**src/rtl/dac_hseq_pkg.sv**
```systemverilog
package dac_hseq_pkg;

  typedef enum logic [1:0] {
    PORT_MASK = 2'd0,
    PORT_RIDX = 2'd1,
    PORT_WIDX = 2'd2,
    PORT_DATA = 2'd3
  } dac_port_e;

  function automatic logic is_mask_port(input logic [1:0] sel);
    return dac_port_e'(sel) == PORT_MASK;
  endfunction

endpackage

```
**src/rtl/dac_port_decode.sv**
```systemverilog
module dac_port_decode
  import dac_hseq_pkg::*;
(
  input  logic [1:0] io_sel,
  input  logic       io_rd,
  input  logic       io_wr,
  output logic       mask_rd,
  output logic       mask_wr,
  output logic       other_acc
);

  logic sel_mask;

  always_comb begin
    sel_mask  = is_mask_port(io_sel);
    mask_rd   = io_rd && sel_mask;
    mask_wr   = io_wr && sel_mask;
    other_acc = (io_rd || io_wr) && !sel_mask;
  end

endmodule

```
**src/rtl/dac_read_counter.sv**
```systemverilog
module dac_read_counter #(
  parameter int LIMIT = 4,
  parameter int CW    = $clog2(LIMIT + 1)
) (
  input  logic          clk,
  input  logic          rst_n,
  input  logic          mask_rd,
  input  logic          mask_wr,
  input  logic          other_acc,
  input  logic          unlocked,
  input  logic          sticky,
  output logic [CW-1:0] cnt,
  output logic          hidden_rd,
  output logic          hidden_wr
);

  localparam logic [CW-1:0] LIM_C = CW'(LIMIT);
  localparam logic [CW-1:0] PRE_C = CW'(LIMIT - 1);

  function automatic logic [CW-1:0] next_count(
    input logic [CW-1:0] cur,
    input logic          rd, wr, oth, unl, stk
  );
    if (oth || wr)      return '0;
    if (!(rd && unl))   return cur;
    if (cur == LIM_C)   return stk ? LIM_C : '0;
    return cur + 1'b1;
  endfunction

  logic [CW-1:0] cnt_nxt;

  always_comb begin
    cnt_nxt   = next_count(cnt, mask_rd, mask_wr, other_acc, unlocked, sticky);
    hidden_rd = mask_rd && unlocked && (cnt >= PRE_C);
    hidden_wr = mask_wr && unlocked && (cnt == LIM_C);
  end

  always_ff @(posedge clk) begin
    if (!rst_n) cnt <= '0;
    else        cnt <= cnt_nxt;
  end


  cnt_cap_chk: assert property (@(posedge clk) disable iff (!rst_n)
    cnt <= LIM_C);


  other_clr_chk: assert property (@(posedge clk) disable iff (!rst_n)
    other_acc |=> cnt == '0);


  locked_hold_chk: assert property (@(posedge clk) disable iff (!rst_n)
    (mask_rd && !mask_wr && !other_acc && !unlocked) |=> $stable(cnt));


  climb_chk: assert property (@(posedge clk) disable iff (!rst_n)
    (mask_rd && !mask_wr && unlocked && cnt < LIM_C) |=> cnt == $past(cnt) + 1'b1);


  rearm_chk: assert property (@(posedge clk) disable iff (!rst_n)
    (mask_rd && !mask_wr && unlocked && !sticky && cnt == LIM_C) |=> cnt == '0);


  sticky_hold_chk: assert property (@(posedge clk) disable iff (!rst_n)
    (mask_rd && !mask_wr && unlocked && sticky && cnt == LIM_C) |=> cnt == LIM_C);


  wr_clr_chk: assert property (@(posedge clk) disable iff (!rst_n)
    mask_wr |=> cnt == '0);

endmodule

```
**src/rtl/dac_mask_regs.sv**
```systemverilog
module dac_mask_regs #(
  parameter int             DW       = 8,
  parameter logic [DW-1:0]  MASK_RST = '1,
  parameter logic [DW-1:0]  CTRL_RST = '0
) (
  input  logic          clk,
  input  logic          rst_n,
  input  logic          mask_rd,
  input  logic          mask_wr,
  input  logic          hidden_rd,
  input  logic          hidden_wr,
  input  logic [DW-1:0] wdata,
  output logic [DW-1:0] pix_mask,
  output logic [DW-1:0] hidden_ctrl,
  output logic [DW-1:0] rd_data
);

  logic mask_store;

  always_comb begin
    mask_store = mask_wr && !hidden_wr;
    if (!mask_rd)       rd_data = '0;
    else if (hidden_rd) rd_data = hidden_ctrl;
    else                rd_data = pix_mask;
  end

  always_ff @(posedge clk) begin
    if (!rst_n) begin
      pix_mask    <= MASK_RST;
      hidden_ctrl <= CTRL_RST;
    end else begin
      if (mask_store) pix_mask    <= wdata;
      if (hidden_wr)  hidden_ctrl <= wdata;
    end
  end


  hidden_store_chk: assert property (@(posedge clk) disable iff (!rst_n)
    hidden_wr |=> (hidden_ctrl == $past(wdata)) && $stable(pix_mask));


  mask_store_chk: assert property (@(posedge clk) disable iff (!rst_n)
    (mask_wr && !hidden_wr) |=> (pix_mask == $past(wdata)) && $stable(hidden_ctrl));


  idle_rdata_chk: assert property (@(posedge clk) disable iff (!rst_n)
    !mask_rd |-> rd_data == '0);

endmodule

```
**src/rtl/dac_hidden_seq.sv**
```systemverilog
module dac_hidden_seq #(
  parameter int            DW        = 8,
  parameter int            UNLOCK_N  = 4,
  parameter logic [DW-1:0] MASK_RST  = '1,
  parameter logic [DW-1:0] CTRL_RST  = '0
) (
  input  logic          clk,
  input  logic          rst_n,
  input  logic [1:0]    io_sel,
  input  logic          io_rd,
  input  logic          io_wr,
  input  logic [DW-1:0] io_wdata,
  input  logic          ext_unlock,
  input  logic          sticky_variant,
  output logic [DW-1:0] rd_data,
  output logic [DW-1:0] pix_mask,
  output logic [DW-1:0] hidden_ctrl
);

  localparam int CW = $clog2(UNLOCK_N + 1);

  logic          ev_mask_rd;
  logic          ev_mask_wr;
  logic          ev_other;
  logic          ev_hidden_rd;
  logic          ev_hidden_wr;
  logic [CW-1:0] run_cnt;

  dac_port_decode u_dec (
    .io_sel    (io_sel),
    .io_rd     (io_rd),
    .io_wr     (io_wr),
    .mask_rd   (ev_mask_rd),
    .mask_wr   (ev_mask_wr),
    .other_acc (ev_other)
  );

  dac_read_counter #(.LIMIT(UNLOCK_N), .CW(CW)) u_cnt (
    .clk       (clk),
    .rst_n     (rst_n),
    .mask_rd   (ev_mask_rd),
    .mask_wr   (ev_mask_wr),
    .other_acc (ev_other),
    .unlocked  (ext_unlock),
    .sticky    (sticky_variant),
    .cnt       (run_cnt),
    .hidden_rd (ev_hidden_rd),
    .hidden_wr (ev_hidden_wr)
  );

  dac_mask_regs #(.DW(DW), .MASK_RST(MASK_RST), .CTRL_RST(CTRL_RST)) u_regs (
    .clk         (clk),
    .rst_n       (rst_n),
    .mask_rd     (ev_mask_rd),
    .mask_wr     (ev_mask_wr),
    .hidden_rd   (ev_hidden_rd),
    .hidden_wr   (ev_hidden_wr),
    .wdata       (io_wdata),
    .pix_mask    (pix_mask),
    .hidden_ctrl (hidden_ctrl),
    .rd_data     (rd_data)
  );

  // input assumption: one strobe per cycle
  one_strobe_chk: assert property (@(posedge clk) disable iff (!rst_n)
    !(io_rd && io_wr));


  rst_cnt_chk: assert property (@(posedge clk)
    !rst_n |=> run_cnt == '0);

endmodule

```
**config.mk**
```make
export PLATFORM = sky130hd
export DESIGN_NAME = dac_hidden_seq
export DESIGN_NICKNAME = d
export VERILOG_FILES = /design/src/rtl/dac_hseq_pkg.sv /design/src/rtl/dac_port_decode.sv /design/src/rtl/dac_read_counter.sv /design/src/rtl/dac_mask_regs.sv /design/src/rtl/dac_hidden_seq.sv
export SDC_FILE = /design/constraint.sdc
export NUM_CORES = 1
export LEC_CHECK = 0
export CAP_MARGIN = 40
export CELL_PAD_IN_SITES_DETAIL_PLACEMENT = 2
export CELL_PAD_IN_SITES_GLOBAL_PLACEMENT = 2
export CORE_UTILIZATION = 33
export CTS_CLUSTER_DIAMETER = 120
export DETAILED_ROUTE_END_ITERATION = 6
export DONT_BUFFER_PORTS = 1
export PLACE_DENSITY_LB_ADDON = 0.1
export SYNTH_ARGS = -nofsm -noshare
export SYNTH_HDL_FRONTEND = slang
export SYNTH_SLANG_ARGS = --single-unit
```
**constraint.sdc**
```tcl
create_clock -name clk -period 1.83 [get_ports clk]
set_clock_uncertainty 0.1 [all_clocks]
set_input_delay 0.183 -clock clk [delete_from_list [all_inputs] [get_ports clk]]
set_output_delay 0.183 -clock clk [all_outputs]
set_load 0.05 [all_outputs]
```
==> impl_metrics.env, run 1 <==
export IMPL_avgSynthCellArea_um2=7.91
export IMPL_io_pins=40
export IMPL_syn_area_um2=1040
export IMPL_cts_root_buf="clkbuf_4"
export IMPL_ys_seq_area_frac=0.367
export IMPL_io_buffers=0
export IMPL_place_congestion=0.741
export IMPL_cts_sinks=19
export IMPL_postCtsResizedCells=27
export IMPL_die_x_um=58.0
export IMPL_post_cts_setup_buffer_count=0
export IMPL_failed_stage="4_1_cts"
export IMPL_cts_max_path_buffers=2
export IMPL_start_util=0.363
export IMPL_synth_cell_types=26
export IMPL_synth_cells=131
export IMPL_hold_buffers=10
export IMPL_numCtsBuffers=3
export IMPL_chipHeight_um=58.0
export IMPL_row_count=19
export IMPL_synth_nets=150
export IMPL_error="[ERROR DPL-0033] detailed placement checks failed during check placement."
export IMPL_status="did not finish"
export IMPL_ys_warn_count=0
export IMPL_post_dp_hpwl_um=3100
export IMPL_synth_seq_cells=19
export IMPL_placed_area_um2=1470
export IMPL_htree_levels=1
export IMPL_place_inst=187
==> cells in the mapped netlist <==
cell type | n | area [µm²]
a211o_1 | 1 | 8.76
a211oi_2 | 1 | 12.5
a21boi_0 | 6 | 45.0
a21boi_1 | 2 | 15.0
a21oi_1 | 13 | 65.1
and2_1 | 1 | 6.26
and3_1 | 1 | 6.26
and4bb_2 | 1 | 12.5
buf_2 | 3 | 15.0
buf_4 | 2 | 15.0
buf_6 | 2 | 22.5
clkbuf_1 | 1 | 3.75
dfxtp_1 | 19 | 380
ha_1 | 3 | 37.5
inv_1 | 4 | 15.0
nand2_1 | 5 | 18.8
nand3_1 | 33 | 165
nand3b_1 | 1 | 7.51
nand4bb_1 | 1 | 11.3
nor2_1 | 2 | 7.51
nor3b_1 | 1 | 7.51
nor3b_2 | 1 | 12.5
o21ai_0 | 16 | 80.1
o21ai_1 | 9 | 45.0
o21ai_2 | 1 | 8.76
or3b_4 | 1 | 11.3
==> stage by stage <==
step	setup TNS [ps]	setup slack (ps)
global placement	0	106
floorplan	-193	-25.7
detailed placement	0	3.95
==> kinds of logic after synthesis <==
family | count (synthesis) | share of synthesized area
AOI/OAI and AO/OA | 49 | 0.271
adders and majority gates | 3 | 0.0362
buffers and inverters | 12 | 0.0688
DFF | 19 | 0.367
and+or+nand+nor | 48 | 0.257
==> inputs of run 2 (changes only) <==
--- a/config.mk
+++ b/config.mk
@@ -6,13 +6,11 @@
 export NUM_CORES = 1
 export LEC_CHECK = 0
 export CAP_MARGIN = 40
-export CELL_PAD_IN_SITES_DETAIL_PLACEMENT = 2
-export CELL_PAD_IN_SITES_GLOBAL_PLACEMENT = 2
-export CORE_UTILIZATION = 33
-export CTS_CLUSTER_DIAMETER = 120
+export CORE_AREA = 2 2 63 65
 export DETAILED_ROUTE_END_ITERATION = 6
+export DIE_AREA = 0 0 65 67
 export DONT_BUFFER_PORTS = 1
-export PLACE_DENSITY_LB_ADDON = 0.1
+export PLACE_DENSITY_LB_ADDON = 0.15
 export SYNTH_ARGS = -nofsm -noshare
 export SYNTH_HDL_FRONTEND = slang
 export SYNTH_SLANG_ARGS = --single-unit
==> run 2 against run 1 <==
Compared with the run above: the flow now finishes, with violations (negative setup slack); synthesized area stayed put; synthesized cell count stayed put.
==> impl_metrics.env, run 2 <==
export IMPL_status="finished with violations"
export IMPL_violations="negative setup slack"
export IMPL_chipHeight_um=67
export IMPL_cp_cell_sequence="ha_4 -> ha_4 -> a211oi_2 -> buf_6 -> o21ai_2 -> a21oi_4 -> buf_12"
export IMPL_dr_pass1_iters=4
export IMPL_grt_ovfl_total=0
export IMPL_ant_nets=0
export IMPL_synth_top_cell_area_share=0.367
export IMPL_grt_pass1_wl_um=5710
export IMPL_numCtsBuffers=3
export IMPL_drv_slew=0
export IMPL_htree_levels=1
export IMPL_hold_viol=0
export IMPL_final_common_cell="nand3_1"
export IMPL_top_regs="u_regs.hidden_ctrl (8), u_regs.pix_mask (8), u_cnt.cnt (3)"
export IMPL_nets=189
export IMPL_final_cell_mix="nand3_1 (33), buf_4 (24), dfxtp_1 (17), o21ai_1 (9), dlygate4sd3_1 (9)"
export IMPL_post_route_min_period_ps=1960
export IMPL_grt_pass1_vias=1112
export IMPL_io_pins=40
export IMPL_synth_area_leaders="dfxtp_1 (37%), nand3_1 (16%), o21ai_0 (7.7%), a21oi_1 (6.3%), o21ai_1 (4.3%)"
export IMPL_cpMostUsedCell="ha_4"
export IMPL_crit_path_end_kind="output port"
export IMPL_critPathArrivalTime_ps=1680
export IMPL_yosysMostFrequentCell="nand3_1"
export IMPL_ys_seq_area_frac=0.367
export IMPL_clock_latency_ps=260
export IMPL_core_area_um2=3610
export IMPL_start_kind="flip-flop"
export IMPL_place_congestion=0.776
export IMPL_grt_setup_unrepaired="yes"
export IMPL_cts_sinks=19
export IMPL_layout_drive_gt1_share=0.367
export IMPL_slew_headroom=0.611
export IMPL_period_share=1.07
export IMPL_synth_seq_cells=19
export IMPL_grt_usage=0.174
export IMPL_io_buffers=0
export IMPL_cts_max_path_buffers=2
export IMPL_vdd_ir_drop_worst_mv=0.232
export IMPL_async_flop_share=0
export IMPL_diodes=0
export IMPL_cts_tree="done"
export IMPL_synth_nets=150
export IMPL_drt_vias_per_instance=5.22
export IMPL_place_inst=204
export IMPL_finalPower_uw=938
export IMPL_postLayoutSetupSlackWorst_ps=-132
export IMPL_nFillCells=353
export IMPL_antenna_found_initial=0
export IMPL_stdcell_count=217
export IMPL_multi_input_area_um2=738
export IMPL_synth_edf_count=0
export IMPL_ys_warn_count=0
export IMPL_dieArea_um2=4360
export IMPL_worst_path_max_fanout=8
export IMPL_leakage_nw=0.594
export IMPL_clk_pin_slew_ps=70
export IMPL_routedWlPerCell_um=16.6
export IMPL_drc=0
export IMPL_cts_root_buf="clkbuf_8"
export IMPL_drt_total_wl_um=3600
export IMPL_row_count=22
export IMPL_synth_common_cells="nand3_1 (33), dfxtp_1 (19), o21ai_0 (16)"
export IMPL_drtIter0Drc=30
export IMPL_vias=1133
export IMPL_synth_cell_types=26
export IMPL_avgSynthCellArea_um2=7.91
export IMPL_grt_max_degree=17
export IMPL_start_util=0.287
export IMPL_crit_type="flip-flop to output port"
export IMPL_critPathRequiredTime_ps=1550
export IMPL_synth_top_flop_cell="dfxtp_1"
export IMPL_fmax_ghz=0.510
export IMPL_synth_cells=131
export IMPL_seq_area_um2=383
export IMPL_crit_path_max_incr_delay_ps=340
export IMPL_syn_area_um2=1040
export IMPL_synth_largest_area_cell="dfxtp_1"
export IMPL_critPathSlowestCell="dfxtp_2"
export IMPL_tightest_slew_ps=582
export IMPL_area_growth_pct=62.4
export IMPL_setup_viol=8
export IMPL_hp_class="input pin to flip-flop"
export IMPL_p_per_area_nw_per_um2=558
export IMPL_post_cts_setup_buffer_count=0
export IMPL_die_x_um=65
export IMPL_drv_cap=0
export IMPL_post_dp_hpwl_um=2550
-- run 2: power by group --
group | switching, mW | leakage (nW) | internal [mW] | total [mW]
clock | 0.147 | 0.0228 | 0.155 | 0.302
combinational | 0.123 | 0.416 | 0.0834 | 0.207
sequential | 0.00684 | 0.155 | 0.423 | 0.429
-- run 2: critical path, delay by kind of cell (launching register included) --
kind	cells	cell delay, ps
AO/OA/AOI/OAI	3	420
flip-flops	1	340
buffers and inverters	2	340
adder cells (fa/ha/maj)	2	310
-- run 2: logic make-up after synthesis --
kind of cell / Yosys count / synth area share
AOI/OAI and AO/OA: 49 / 0.271
and+or+nand+nor: 48 / 0.257
DFF: 19 / 0.367
buffers and inverters: 12 / 0.0688
adders and majority gates: 3 / 0.0362
-- run 2: cell type report --
class,count,area share
Clock buffer,4,0.0268
Inverter,4,0.00892
Multi-Input combinational cell,100,0.439
Sequential cell,19,0.228
Tap cell,48,0.0357
Timing Repair Buffer,42,0.262
-- run 2: per-layer routing --
| metal | part of all wire | track usage |
|---|---|---|
| met3 | 0.057 | 0.0422 |
| met2 | 0.50 | 0.304 |
| met5 | 0 | 0 |
| met1 | 0.44 | 0.215 |
| met4 | 0.0039 | 0.0399 |
-- run 2: metrics by stage --
| stage | hold WS [ps] | instance area [µm²] | setup TNS, ps | worst slack [ps] | utilization |
|---|---|---|---|---|---|
| floorplan | 230 | 1130 | -193 | -25.7 | - |
| global placement | 158 | 1480 | 0 | 36.6 | 0.410 |
| detailed placement | 161 | 1480 | 0 | 16.9 | 0.410 |
| CTS | 18.9 | 1680 | -1130 | -151 | 0.466 |
| global route | 31.1 | 1680 | -1460 | -198 | 0.467 |
| finish | 21.3 | 1680 | -959 | -132 | 0.467 |
-- run 2: path summary, 6_finish.rpt --
kind	from	end	slack, ps	cells after the start
setup reg to reg	u_cnt.cnt[0]	u_regs.hidden_ctrl[0]	190	8
setup / recovery	u_cnt.cnt[0]	rd_data[7]	-130	7
hold / removal	io_wdata[2]	u_regs.pix_mask[2]	20	2
hold reg to reg	u_cnt.cnt[1]	u_cnt.cnt[1]	530	3
-- run 2: timing repair --
item	4_1_cts	5_1_grt
hold buffers	9	0
gates resized for setup	24	1
pin swaps	6	7
setup endpoints to repair	8	8
endpoints found under the hold margin	16	0
Power figures use the tool's default switching activity.
==> inputs of run 3 (changes only) <==
==> constraint.sdc (replaced) <==
create_clock -name clk -period 1.83 [get_ports clk]
set_clock_uncertainty 0.1 [all_clocks]
set_input_delay 0.2745 -clock clk [delete_from_list [all_inputs] [get_ports clk]]
set_output_delay 0.2745 -clock clk [all_outputs]
set_load 0.05 [all_outputs]
==> run 3 against run 2 <==
Compared with the run above: the flow still finishes with violations (negative setup slack); count of clock-buffer cells in the layout decreased by 1; combinational power fell by 11%; wire length is 4.6% lower; sequential cell count unchanged; via count fell by 2.6%; global-route usage is 0.51 points lower; die area stayed put; clock power is essentially flat; final cell count fell by 3.2%; critical path depth stayed put; non-clock buffer count decreased by 7; highest routed layer unchanged.
==> impl_metrics.env, run 3 (synthesis results as in run 2) <==
export IMPL_hold_viol=0
export IMPL_dieArea_um2=4360
export IMPL_row_count=22
export IMPL_drtIter0Drc=70
export IMPL_cts_sinks=19
export IMPL_vias=1104
export IMPL_finalPower_uw=914
export IMPL_period_share=1.14
export IMPL_start_kind="flip-flop"
export IMPL_cts_tree="done"
export IMPL_place_congestion=0.746
export IMPL_postLayoutSetupSlackWorst_ps=-251
export IMPL_stdcell_count=210
export IMPL_place_inst=205
export IMPL_critPathArrivalTime_ps=1710
export IMPL_cts_max_path_buffers=2
export IMPL_violations="negative setup slack"
export IMPL_grt_max_degree=17
export IMPL_area_growth_pct=59.1
export IMPL_grt_setup_unrepaired="yes"
export IMPL_final_cell_mix="nand3_1 (32), buf_4 (23), dfxtp_1 (17), o21ai_1 (9), buf_12 (9)"
export IMPL_cts_root_buf="clkbuf_8"
export IMPL_finalSetupTns_ps=-1960
export IMPL_leakage_nw=0.576
export IMPL_start_util=0.287
export IMPL_critPathSlowestCell="dfxtp_2"
export IMPL_clock_latency_ps=260
export IMPL_crit_path_end_kind="output port"
export IMPL_grt_pass1_wl_um=5600
export IMPL_multi_input_area_um2=758
export IMPL_rr_startpoint="u_cnt.cnt[0]"
export IMPL_layout_drive_gt1_share=0.401
export IMPL_drt_vias_per_instance=5.26
export IMPL_fmax_ghz=0.481
export IMPL_crit_type="flip-flop to output port"
export IMPL_slew_headroom=0.709
export IMPL_nets=182
export IMPL_io_buffers=0
export IMPL_grt_pass1_vias=1170
export IMPL_grt_ovfl_total=0
export IMPL_drt_total_wl_um=3440
export IMPL_post_dp_hpwl_um=2520
export IMPL_cpMostUsedCell="ha_4"
export IMPL_holdCritStartpoint="io_wdata[4]"
export IMPL_routedWlPerCell_um=16.4
export IMPL_post_route_min_period_ps=2080
export IMPL_chipHeight_um=67
export IMPL_diodes=0
export IMPL_clk_pin_slew_ps=80
export IMPL_drc=0
export IMPL_worst_path_max_fanout=4
export IMPL_grt_usage=0.169
export IMPL_status="finished with violations"
export IMPL_hold_ws_ps=56.9
export IMPL_p_per_area_nw_per_um2=555
export IMPL_hp_class="input pin to flip-flop"
export IMPL_core_area_um2=3610
export IMPL_drv_slew=0
export IMPL_nFillCells=378
export IMPL_worst_path_buf_inv=2
export IMPL_critPathLaunch="u_cnt.cnt[1]"
export IMPL_dr_pass1_iters=4
export IMPL_antenna_found_initial=0
export IMPL_io_pins=40
export IMPL_die_x_um=65
export IMPL_tightest_slew_ps=436
export IMPL_numCtsBuffers=3
export IMPL_setup_viol=8
export IMPL_pre_cts_ws_ps=-94.2
export IMPL_seq_area_um2=383
export IMPL_ant_nets=0
export IMPL_critPathRequiredTime_ps=1460
export IMPL_top_regs="u_regs.hidden_ctrl (8), u_regs.pix_mask (8), u_cnt.cnt (3)"
export IMPL_htree_levels=1
export IMPL_drv_cap=0
export IMPL_final_common_cell="nand3_1"
export IMPL_crit_path_max_incr_delay_ps=340
export IMPL_cp_cell_sequence="ha_4 -> ha_4 -> a211oi_4 -> buf_6 -> o21ai_2 -> a21oi_4 -> buf_12"
export IMPL_cp_top_family="compound AO/OA/AOI/OAI gates"
export IMPL_vdd_ir_drop_worst_mv=0.395
[run 3: what timing repair did]
| item | in CTS | in global routing |
|---|---|---|
| setup endpoints to repair | 8 | 8 |
| gates resized for setup | 20 | 2 |
| hold buffers | 1 | 0 |
| pin swaps | 9 | 10 |
| setup buffers | 0 | 0 |
| endpoints found under the hold margin | 8 | 0 |
[run 3: final cells by class]
| class | instances | area share |
|---|---|---|
| well taps | 48 | 0.0364 |
| multi-input cells | 100 | 0.460 |
| inverters | 4 | 0.00911 |
| flip-flops and latches | 19 | 0.232 |
| clock buffers | 3 | 0.0251 |
| repair buffers | 35 | 0.234 |
| clock inverters | 1 | 0.00304 |
[run 3: where the power goes]
part / switching [mW] / internal (mW)
logic: 0.114 / 0.0717
registers: 0.00761 / 0.423
clock network: 0.148 / 0.151
total: 0.269 / 0.646
[run 3: path summary, 6_finish.rpt]
kind	end	slack [ps]	cells past startpoint
setup / recovery	rd_data[0]	-250	7
hold / removal	u_regs.hidden_ctrl[4]	60	2
setup reg to reg	u_regs.pix_mask[3]	190	7
hold reg to reg	u_cnt.cnt[1]	540	3
[run 3: routing by layer]
| metal | track usage | vias to the layer above | wire length (µm) |
|---|---|---|---|
| li1 | - | 543 | - |
| met1 | 0.194 | 528 | 1410 |
| met2 | 0.303 | 31 | 1780 |
| met3 | 0.0541 | 2 | 231 |
| met4 | 0.0399 | 0 | 18 |
| met5 | 0 | - | 0 |
[run 3: metrics by stage]
step	utilization	cell area (µm²)
floorplan	-	1150
global placement	0.421	1520
detailed placement	0.421	1520
CTS	0.453	1630
global route	0.457	1650
finish	0.457	1650
